**config.mk**
```make
export PLATFORM = sky130hd
export DESIGN_NAME = cursor_overlay
export DESIGN_NICKNAME = d
export VERILOG_FILES = /design/src/rtl/cursor_overlay_pkg.sv /design/src/rtl/cursor_overlay_ctrl.sv /design/src/rtl/cursor_overlay_dp.sv /design/src/rtl/cursor_overlay.sv
export SDC_FILE = /design/constraint.sdc
export NUM_CORES = 1
export LEC_CHECK = 0
export CORE_MARGIN = 2
export CORE_UTILIZATION = 40
export DETAILED_ROUTE_END_ITERATION = 8
export SKIP_CTS_REPAIR_TIMING = 1
export SYNTH_ARGS = -nofsm -noshare
export SYNTH_HDL_FRONTEND = slang
export SYNTH_SLANG_ARGS = --single-unit
export TNS_END_PERCENT = 50
```
**constraint.sdc**
```tcl
create_clock -name clk -period 13.2 [get_ports clk]
set_input_delay 3.96 -clock clk [delete_from_list [all_inputs] [get_ports clk]]
set_output_delay 3.96 -clock clk [all_outputs]
set_load 0.02 [all_outputs]
```
**src/rtl/cursor_overlay_pkg.sv**
```systemverilog
package cursor_overlay_pkg;
  localparam int MASK_W    = 32;
  localparam int XOR_GAP   = 128;
  localparam int LINE_STEP = 4;

  typedef enum logic [1:0] {ST_IDLE, ST_GET_AND, ST_GET_XOR} fetchState_e;

  typedef struct packed {
    logic loadAnd;
    logic loadXor;
    logic apply;
    logic twoBit;
  } ovlStrobe_t;
endpackage

```
**src/rtl/cursor_overlay_ctrl.sv**
```systemverilog
module cursor_overlay_ctrl
  import cursor_overlay_pkg::*;
#(
  parameter int ADDR_W = 20,
  parameter int X_W    = 11,
  parameter int T_W    = 12
) (
  input  logic              clk,
  input  logic              rstN,
  input  logic              frameStart,
  input  logic              lineStart,
  input  logic [7:0]        curSel,
  input  logic [1:0]        curBank,
  input  logic [X_W-1:0]    xPos,
  input  logic [X_W-1:0]    xOff,
  input  logic              is8bpp,
  input  logic              interlaced,
  input  logic              oddField,
  input  logic [T_W-1:0]    hTotal,
  input  logic [T_W-1:0]    vTotal,
  input  logic              pixInValid,
  input  logic              memRdValid,
  output logic              memRdReq,
  output logic [ADDR_W-1:0] memAddr,
  output ovlStrobe_t        strobe
);
  localparam int COL_W = X_W + 1;
  localparam int MUL_W = T_W + 3;

  fetchState_e       state;
  logic [ADDR_W-1:0] lineAddr, fetchAddr, baseAddr, srcAddr, nextFetch;
  logic              armed, halfLat;
  logic [COL_W-1:0]  startLat, col, posSum, startNext;
  logic [COL_W:0]    diff;
  logic [MUL_W-1:0]  hMul, vMul;
  logic              halfNext, inWin;

  assign baseAddr  = ADDR_W'({curBank, 2'b11, curSel, 8'h00});
  assign srcAddr   = frameStart ? baseAddr : lineAddr;
  assign nextFetch = srcAddr + ((interlaced && oddField) ? ADDR_W'(LINE_STEP) : '0);

  assign hMul      = {hTotal, 3'b000};
  assign vMul      = interlaced ? {1'b0, vTotal, 2'b00} : {2'b00, vTotal, 1'b0};
  assign halfNext  = is8bpp && (hMul > vMul);
  assign posSum    = COL_W'(xPos) + COL_W'(xOff);
  assign startNext = halfNext ? (posSum >> 1) : posSum;

  assign diff  = {1'b0, col} - {1'b0, startLat};
  assign inWin = (col >= startLat) &&
                 (diff < {{(COL_W-5){1'b0}}, (halfLat ? 6'd16 : 6'd32)});

  always_ff @(posedge clk) begin
    if (!rstN) begin
      state     <= ST_IDLE;
      lineAddr  <= '0;
      fetchAddr <= '0;
      armed     <= 1'b0;
      halfLat   <= 1'b0;
      startLat  <= '0;
      col       <= '0;
    end else begin
      if (lineStart) begin
        fetchAddr <= nextFetch;
        lineAddr  <= nextFetch + ADDR_W'(LINE_STEP);
        state     <= ST_GET_AND;
        armed     <= 1'b0;
        halfLat   <= halfNext;
        startLat  <= startNext;
        col       <= '0;
      end else begin
        if (frameStart) lineAddr <= baseAddr;
        if (pixInValid && (col != '1)) col <= col + 1'b1;
        case (state)
          ST_GET_AND: if (memRdValid) state <= ST_GET_XOR;
          ST_GET_XOR: if (memRdValid) begin
            state <= ST_IDLE;
            armed <= 1'b1;
          end
          default: state <= ST_IDLE;
        endcase
      end
    end
  end

  assign memRdReq = (state != ST_IDLE);
  assign memAddr  = (state == ST_GET_XOR) ? fetchAddr + ADDR_W'(XOR_GAP) : fetchAddr;

  always_comb begin
    strobe.loadAnd = (state == ST_GET_AND) && memRdValid && !lineStart;
    strobe.loadXor = (state == ST_GET_XOR) && memRdValid && !lineStart;
    strobe.apply   = armed && pixInValid && inWin && !lineStart;
    strobe.twoBit  = halfLat;
  end

  AST_ADDR_HOLD: assert property (@(posedge clk) disable iff (!rstN)
    (memRdReq && !memRdValid && !lineStart && !frameStart) |=> $stable(memAddr)) else $error("addr hold");
  AST_XOR_AFTER_AND: assert property (@(posedge clk) disable iff (!rstN)
    (state == ST_GET_AND && memRdValid && !lineStart) |=>
      (memRdReq && memAddr == $past(memAddr) + ADDR_W'(XOR_GAP))) else $error("xor gap");
  AST_NO_APPLY_UNARMED: assert property (@(posedge clk) disable iff (!rstN)
    lineStart |=> !strobe.apply) else $error("apply before masks");
endmodule

```
**src/rtl/cursor_overlay_dp.sv**
```systemverilog
module cursor_overlay_dp
  import cursor_overlay_pkg::*;
(
  input  logic              clk,
  input  logic              rstN,
  input  ovlStrobe_t        strobe,
  input  logic [MASK_W-1:0] memRdData,
  input  logic              pixInValid,
  input  logic [23:0]       pixIn,
  output logic              pixOutValid,
  output logic [23:0]       pixOut
);
  logic [MASK_W-1:0] andSh, xorSh;
  logic [23:0]       painted;

  always_comb begin
    painted = andSh[MASK_W-1] ? pixIn : 24'h000000;
    if (xorSh[MASK_W-1]) painted = painted ^ 24'hFFFFFF;
  end

  always_ff @(posedge clk) begin
    if (!rstN) begin
      andSh       <= '0;
      xorSh       <= '0;
      pixOutValid <= 1'b0;
      pixOut      <= '0;
    end else begin
      if (strobe.loadAnd) andSh <= memRdData;
      else if (strobe.apply) andSh <= strobe.twoBit ? (andSh << 2) : (andSh << 1);
      if (strobe.loadXor) xorSh <= memRdData;
      else if (strobe.apply) xorSh <= strobe.twoBit ? (xorSh << 2) : (xorSh << 1);
      pixOutValid <= pixInValid;
      pixOut      <= strobe.apply ? painted : pixIn;
    end
  end

  AST_LATENCY: assert property (@(posedge clk) disable iff (!rstN)
    pixInValid |=> pixOutValid) else $error("latency");
  AST_PASS: assert property (@(posedge clk) disable iff (!rstN)
    (pixInValid && !strobe.apply) |=> pixOut == $past(pixIn)) else $error("pass");
  AST_BLACK: assert property (@(posedge clk) disable iff (!rstN)
    (strobe.apply && !andSh[MASK_W-1] && !xorSh[MASK_W-1]) |=> pixOut == 24'h000000) else $error("black");
  AST_INVERT: assert property (@(posedge clk) disable iff (!rstN)
    (strobe.apply && !andSh[MASK_W-1] && xorSh[MASK_W-1]) |=> pixOut == 24'hFFFFFF) else $error("invert");
endmodule

```
**src/rtl/cursor_overlay.sv**
```systemverilog
module cursor_overlay
  import cursor_overlay_pkg::*;
#(
  parameter int ADDR_W = 20,
  parameter int X_W    = 11,
  parameter int T_W    = 12
) (
  input  logic              clk,
  input  logic              rstN,
  input  logic              frameStart,
  input  logic              lineStart,
  input  logic [7:0]        curSel,
  input  logic [1:0]        curBank,
  input  logic [X_W-1:0]    xPos,
  input  logic [X_W-1:0]    xOff,
  input  logic              is8bpp,
  input  logic              interlaced,
  input  logic              oddField,
  input  logic [T_W-1:0]    hTotal,
  input  logic [T_W-1:0]    vTotal,
  output logic              memRdReq,
  output logic [ADDR_W-1:0] memAddr,
  input  logic              memRdValid,
  input  logic [31:0]       memRdData,
  input  logic              pixInValid,
  input  logic [23:0]       pixIn,
  output logic              pixOutValid,
  output logic [23:0]       pixOut
);
  ovlStrobe_t strobe;

  cursor_overlay_ctrl #(.ADDR_W(ADDR_W), .X_W(X_W), .T_W(T_W)) u_ctrl (
    .clk(clk), .rstN(rstN), .frameStart(frameStart), .lineStart(lineStart),
    .curSel(curSel), .curBank(curBank), .xPos(xPos), .xOff(xOff),
    .is8bpp(is8bpp), .interlaced(interlaced), .oddField(oddField),
    .hTotal(hTotal), .vTotal(vTotal), .pixInValid(pixInValid),
    .memRdValid(memRdValid), .memRdReq(memRdReq), .memAddr(memAddr),
    .strobe(strobe)
  );

  cursor_overlay_dp u_dp (
    .clk(clk), .rstN(rstN), .strobe(strobe), .memRdData(memRdData),
    .pixInValid(pixInValid), .pixIn(pixIn),
    .pixOutValid(pixOutValid), .pixOut(pixOut)
  );
endmodule

```
==> results.md, run 1 <==
Critical path:
- The capturing element type of the critical path is a register.
- The most critical setup path has its startpoint at interlaced.
- In this run the worst setup path terminates at u_ctrl.lineAddr[19].
- The reg-to-reg endpoint is u_dp.xorSh[0].
- At the worst endpoint, the required time is 13.48 ns.
- STA classifies the critical path startpoint as a primary input.
- In this run the critical register-to-register path is launched from u_ctrl.col[0].
- The critical path is of the primary input to register type.
- The critical path goes through clkdlybuf4s50_1 > and2_1 > ha_1 > ha_1 > nand2_1 > nor4_1 > xnor2_1 > nand3_1 > nor4_1 > nand3_1 > xor2_1 > o22ai_1.
- The number of cells traversed by the worst register-to-register path is 16.
- The setup slack of the most critical reg-to-reg path is 8.53 ns.
- In this run the worst path has a maximum fanout of 13.
- For this run, the slowest stage of the critical path takes 0.87 ns.
- The data arrival at the endpoint of the critical path is 7.68 ns.
- On the critical path, the stage with the largest delay is an instance of sky130_fd_sc_hd__clkdlybuf4s50_1.

Route:
- The initial detailed-routing violation count is 704.
- The wire length per cell is 15.2 um.
- The DRC violations left is 0.
- For this block, the routed nets add up to 23900 um of wire.
- The ratio of routed vias to standard cells is 5.52.
- The count of TritonRoute iterations in the first routing pass is 5.
- Summing over every cut layer, the via total after detailed routing is 8696.
- Once detail routing completed, the nets flagged for antenna violations numbered 0.

STA:
- The final critical path takes up 56.1% of the cycle.
- Timing would allow up to 135 MHz.
- Setup repair after global routing left no endpoint under its margin.
- The smallest clock period supported by the final layout is computed as 7.40 ns.
- The hold violation count in the final report is 0.
- The number of setup violations in the final report is 0.
- Across the routed clock network, the largest skew measured is 0.0140 ns.
- The least setup slack across all paths after layout is 5.80 ns.
- The number of pins exceeding their max-slew limit in the final report is 0.
- The worst slew slack as a fraction of its limit is 22.2%.
- Adding up every negative setup slack in the final design gives 0 ns.
- For the pin with the worst max-slew slack, the measured transition is 1.16 ns.
- On the final layout, the worst hold slack is 0.433 ns.

Layout:
- In the layout the commonest cells are 164 x sky130_fd_sc_hd__clkdlybuf4s50_1, 156 x sky130_fd_sc_hd__dfxtp_1, 77 x sky130_fd_sc_hd__nand2_1, 77 x sky130_fd_sc_hd__nand4_1, 73 x sky130_fd_sc_hd__nand3_1.
- Relative to the synthesized area, the layout overhead comes to 23.7%.
- The share of post-route cells with drive strength above 1 is 9.56%.
- The most frequent standard cell in the layout excluding fill and tap cells is sky130_fd_sc_hd__clkdlybuf4s50_1.
- The number of antenna diodes in the final layout is 0.
- The final layout net count is 1404.
- The layout has 2284 filler cells.

Yosys:
- After synthesis the netlist holds a flip-flop and latch count of 157.
- The count of cell types in the netlist is 60.
- The register area share after synthesis is 32.4%.
- The xor and xnor fraction of the mapped netlist area is 5.42%.
- The mux cell area share after synthesis is 12.0%.
- Counting every instance in the synthesized netlist gives 1151.
- In this run the cell area of the synthesized design comes to 9690 um2.
- The average instance in the mapped netlist occupies 8.42 um2.
- The share of synthesized flip-flops with an asynchronous set or reset is 0%.
- Summing the areas of all fa, ha and maj instances in the mapped netlist gives 5.37% of the synthesized area.
- The area share of and/or/nand/nor cells after synthesis is 20.9%.
- Summing the areas of all compound-gate instances in the mapped netlist gives 17.5% of the synthesized area.
- The number of nets produced by synthesis is 1313.
- The most frequently used flop master after synthesis is sky130_fd_sc_hd__dfxtp_1.
- Yosys mapped a number of flops with a built-in enable equal to 0.
- The largest family of logic cells by synthesized area is simple AND/OR/NAND/NOR gates.
- For this run, the number of Yosys warnings is 0.

Min path:
- The launch instance of the worst min-delay path is u_ctrl.lineAddr[0].
- The worst hold path passes through 2 cells.
- The worst min-delay path class is register to register.

Power:
- The design draws 0.00120 W.
- The static leakage power is 4.50 nW.
- The power density over cell area is 99.8 nW/um2.
- IR analysis of the VDD net gives a maximum drop of 0.0000788 V.

CTS:
- CTS placed an instance of sky130_fd_sc_hd__clkbuf_16 at the clock tree root.
- The clock latency on the worst-skew pair is 0.43 ns.
- The clock tree buffer depth is 2.
- After clock tree synthesis, the clock-pin slew on the worst setup and hold paths is 0.07 ns.
- The clock net sink count is 157.
- Buffers inserted during clock tree synthesis total 17.
- The number of H-tree levels is 4.
- TritonCTS built the clock tree.

Floorplan:
- Pin placement for this block handled 167 I/O pins.
- The die is 160 um tall.
- The initial utilization of the core area, before any placement, comes to 41.0%.
- The die covers 25500 um2.
- The floorplan step set the die width to 160 um.
- The initialized floorplan defines 56 standard-cell rows.
- The core footprint is 23600 um2.

Placed design:
- Prior to clock tree synthesis, the placed netlist has a worst setup slack of 5.42 ns.
- The number of port buffers is 166.
- The wire-length estimate of the detail-placed layout is 15900 um.
- The routability-driven placement congestion ratio is 0.820.

GRT:
- The global route total overflow is 0.
- Entering global routing, the biggest net connects 135 pins.
- The via count of the first global-routing pass came to 8153.
- The initial antenna violation count is 1.
- The first global-routing pass estimated 40200 um of wire.
- For this run, the total global-route usage over all layers was measured as 18.5%.

Run status:
- The run finished with clean final reports.

Job:
- Across the run, the number of max-cap violations was 0.
[flip-flops by register name (all words and copies together) (netlist names)]
| signal | cells |
|---|---|
| u_ctrl.armed | 1 |
| u_ctrl.col | 12 |
| u_ctrl.fetchAddr | 20 |
| u_ctrl.halfLat | 1 |
| u_ctrl.lineAddr | 20 |
| u_ctrl.startLat | 12 |
| u_ctrl.state | 2 |
| u_dp.andSh | 32 |
| u_dp.pixOut | 24 |
| u_dp.pixOutValid | 1 |
| u_dp.xorSh | 32 |
[cells by family after synthesis]
group	count (synthesis)
adder cells (fa/ha/maj)	41
XOR/XNOR	60
buffers and inverters	155
AO/OA/AOI/OAI	229
AND/OR/NAND/NOR	401
flip-flops	157
multiplexers	108
[per-layer routing]
layer	wire length [um]	share of wire, %	GRT usage, %
met1	11600	49	25.1
met2	11200	47	30.6
met3	786	3.3	3.01
met4	263	1.1	4.96
met5	0	0	0
[synthesized netlist by cell type (all sizes together), types with 3 or more instances]
| master | number | area [um2] |
|---|---|---|
| a21oi | 37 | 185 |
| clkbuf | 78 | 293 |
| nand4 | 77 | 482 |
| a41oi | 25 | 219 |
| o221ai | 60 | 526 |
| a31oi | 9 | 56.3 |
| xor2 | 25 | 219 |
| buf | 25 | 138 |
| and3 | 5 | 31.3 |
| or3 | 9 | 56.3 |
| nor4 | 4 | 25.0 |
| ha | 40 | 500 |
| a21o | 6 | 45.0 |
| xnor2 | 35 | 307 |
| nor2 | 72 | 270 |
| mux2 | 64 | 721 |
| or2 | 6 | 37.5 |
| nor2b | 11 | 68.8 |
| o22ai | 3 | 18.8 |
| mux2i | 44 | 440 |
| a211oi | 10 | 75.1 |
| a221oi | 3 | 26.3 |
| nand3b | 6 | 45.0 |
| a21boi | 4 | 33.8 |
| nand2 | 79 | 297 |
| nand2b | 8 | 50.1 |
| o31ai | 24 | 180 |
| nor3 | 34 | 170 |
| and2 | 9 | 56.3 |
| dfxtp | 157 | 3140 |
| nand3 | 73 | 365 |
| inv | 52 | 195 |
| o21ai | 32 | 160 |
[power breakdown]
group | internal, W | total [W] | switching, W
Clock | 0.000271 | 0.000496 | 0.000225
Combinational | 0.0000978 | 0.000199 | 0.000101
Sequential | 0.000491 | 0.000502 | 0.0000113
[per-stage QoR]
stage	std cells	cell area [um2]	util (%)
final	1574	12000	50.8
after global routing	1574	12000	50.8
after CTS	1574	12000	50.8
after detailed placement	1542	11400	48.3
after global placement	1542	11400	48.3
after floorplan	1151	9690	-
[worst max-delay path, delay by kind of cell]
kind            cells  cell delay, ns
compound gates      1            0.08
xor+xnor            2            0.42
fa+ha+maj           2            0.45
buf+inv             1            0.87
simple gates        6            1.90
[worst min path at each step]
stage	to	slack, ns
after floorplan	u_ctrl.lineAddr[0]	0.41
after global placement	u_ctrl.lineAddr[1]	0.42
after detailed placement	u_ctrl.lineAddr[0]	0.42
after CTS	u_ctrl.lineAddr[0]	0.44
after global routing	u_ctrl.lineAddr[0]	0.48
final	u_ctrl.lineAddr[0]	0.43
[layout make-up]
class	count	area, um2	area share [%]
clock buffer	17	425	3.55
sequential	157	3140	26.2
timing repair buffer	175	1730	14.4
inverter	52	195	1.63
clock inverter	15	166	1.39
tap	319	399	3.33
multi-input combinational	839	5930	49.5
(Power assumes the default switching activity.)
==> run 2: changes to the inputs <==
- clock period: 13.2 -> 6.85 ns (I/O delays scaled with it)
==> run 2 against run 1 <==
Compared with the run above: critical path depth unchanged; sequential cell count unchanged; combinational power up 92%; total power up 99%; utilization up 0.27 points; largest cell class unchanged.
==> results.md, run 2 (same netlist as run 1, synthesis figures left out) <==
Run status:
- The run finished with clean final reports.

CTS:
- The number of H-tree levels is 4.
- Counting along the longest clock path gives a buffer depth of 2.
- The clock input transition at the sequential cells of the worst setup and hold paths is 0.06 ns.
- The clock latency on the worst-skew pair is 0.43 ns.
- The CTS tree is built.
- The clock net sink count is 157.
- The clock root buffer is sky130_fd_sc_hd__clkbuf_16.
- The CTS buffer count is 17.

Layout:
- The library cells used most frequently in the layout, excluding fill and tap cells, are 164 x sky130_fd_sc_hd__clkdlybuf4s50_1, 156 x sky130_fd_sc_hd__dfxtp_1, 77 x sky130_fd_sc_hd__nand2_1, 77 x sky130_fd_sc_hd__nand4_1, 73 x sky130_fd_sc_hd__nand3_1.
- In the final layout, the share of cells above drive strength 1 is 9.63%.
- At the end of the flow, the number of nets in the layout was 1405.
- The largest registers in the layout are u_dp.andSh (32), u_dp.xorSh (32), u_dp.pixOut (24).
- The finished layout holds 1576 standard cells, fillers aside.
- Compared with the post-synthesis result, the final layout area differs by 24.4%.
- The most frequent standard cell in the layout excluding fill and tap cells is sky130_fd_sc_hd__clkdlybuf4s50_1.

Placed design:
- Port buffering added 166 buffers.
- The instance count after placement with tap cells included is 1543.
- The half-perimeter wire length of the detailed placement result is 16200 um.
- The routability-driven placement congestion ratio is 0.813.

GRT:
- The largest net degree at the start of global routing is 151.
- Across every metal layer, demand over resource in global routing totals 18.9%.
- The total overflow left after global routing is 0.
- The first-pass GRT wire length is 40600 um.
- The initial antenna violation count is 1.
- The via count of the first global-routing pass came to 8278.

Critical path:
- The category of the worst setup path launch point is a primary input.
- The required time of the worst setup path is 7.13 ns.
- The critical path in this run is classified as primary input to register.
- Of all nets on the critical path, the largest fanout is 13.
- The setup slack of the most critical reg-to-reg path is 2.60 ns.
- STA classifies the critical path endpoint as a register.
- Data arrives at the worst endpoint at 5.65 ns.

Route:
- The DRC violations left is 0.
- The count of nets left with antenna violations once routing finished came out at 0.
- Dividing the detail-routed wire length by the instance count gives 15.4 um.
- The detailed-route via count is 8720.
- After detailed routing, the total wire length is 24200 um.
- The pre-antenna-repair detailed-routing pass consisted of 5 iterations.
- The ratio of routed vias to standard cells is 5.53.
- The initial detailed-routing violation count is 577.

Floorplan:
- The core footprint is 23600 um2.
- Measured along the x axis, the die boundary spans 160 um.
- The height of the chip is 160 um.
- The floorplan has 56 rows.
- The I/O pin total is 167.
- The die covers 25500 um2.
- Once the floorplan was initialized, standard cells occupied 41.0% of the core.

STA:
- Between clock sinks in the finished design, the worst skew comes to 0.0176 ns.
- The post-route setup TNS is 0 ns.
- Static timing analysis puts the maximum clock frequency at 186 MHz.
- For the finished layout, the period the worst path requires is 5.37 ns.
- The pin slew with the least headroom to its limit is 1.23 ns.
- Setup violations remaining at the end of the flow were counted as 0.
- The share of the cycle needed by the critical path after routing is 78.4%.
- The worst slew slack as a fraction of its limit is 17.8%.
- The number of pins exceeding their max-slew limit in the final report is 0.
- Setup repair after global routing left no endpoint under its margin.
- The hold violation count in the final report is 0.
- The minimum hold slack is 0.440 ns.

Power:
- In this run the power density over the cells is 197 nW/um2.
- The worst-case vdd ir drop is 0.000147 V.
- The static leakage power is 4.53 nW.

Min path:
- The worst min-delay path class is register to register.

Job:
- Max-cap violations in this run came to 0.
==> run 2: cell count changes in the layout (fill, tap and decap cells not counted), sizes merged <==
cell,delta
bufinv,+2
inv,-4
diode,+1
clkbuf,+1
clkinvlp,-1
clkinv,+2
buf,+1
==> run 2: power breakdown <==
part | leakage (nW) | internal, W | switching (W)
combinational | 2.94 | 0.000189 | 0.000194
sequential | 1.28 | 0.000946 | 0.0000222
clock | 0.312 | 0.000599 | 0.000427
total | 4.53 | 0.00173 | 0.000643
==> run 2: worst paths after layout <==
| path | cells after the start | to | from |
|---|---|---|---|
| setup reg to reg | 13 | u_dp.pixOut[23] | u_ctrl.col[3] |
| hold reg to reg | 2 | u_ctrl.lineAddr[1] | u_ctrl.lineAddr[1] |
| hold / removal | 2 | u_ctrl.lineAddr[1] | u_ctrl.lineAddr[1] |
| setup / recovery | 12 | u_ctrl.lineAddr[19] | interlaced |
==> run 2: routing by layer <==
| metal | share of wire (%) | up-vias | GRT usage [%] | wire length, um |
|---|---|---|---|---|
| met1 | 48 | 4101 | 25.3 | 11600 |
| met2 | 48 | 145 | 31.6 | 11500 |
| li1 | - | 4460 | - | - |
| met5 | 0 | - | 0 | 0 |
| met3 | 3.5 | 14 | 3.74 | 858 |
| met4 | 0.82 | 0 | 4.05 | 198 |
==> run 2: per-stage QoR <==
stage                     util [%]  power, W  setup WS, ns  instance area, um2
after floorplan                  -   0.00122          1.72                9690
after global placement        48.4   0.00137          1.10               11400
after detailed placement      48.4   0.00137          1.08               11400
after CTS                     51.0   0.00241          1.52               12100
after global routing          51.0   0.00249          1.15               12100
final                         51.0   0.00238          1.48               12100
==> run 2: worst max-delay path, stage by stage <==
cell,delay [ns]
sky130_fd_sc_hd__clkdlybuf4s50_1,0.87
sky130_fd_sc_hd__and2_1,0.22
sky130_fd_sc_hd__ha_1,0.21
sky130_fd_sc_hd__ha_1,0.26
sky130_fd_sc_hd__nand2_1,0.18
sky130_fd_sc_hd__or3_1,0.36
sky130_fd_sc_hd__a221oi_1,0.36
sky130_fd_sc_hd__nand4_1,0.23
sky130_fd_sc_hd__nor4_1,0.52
sky130_fd_sc_hd__nand3_1,0.16
sky130_fd_sc_hd__xor2_1,0.15
sky130_fd_sc_hd__o22ai_1,0.07
==> run 2: layout make-up <==
| type | instances | area, um2 |
|---|---|---|
| fillers | 2284 | 11600 |
| flip-flops and latches | 157 | 3140 |
| repair buffers | 176 | 1750 |
| clock buffers | 18 | 439 |
| well taps | 319 | 399 |
| inverters | 52 | 195 |
| diodes | 1 | 2.50 |
| multi-input cells | 839 | 5930 |
| clock inverters | 14 | 194 |
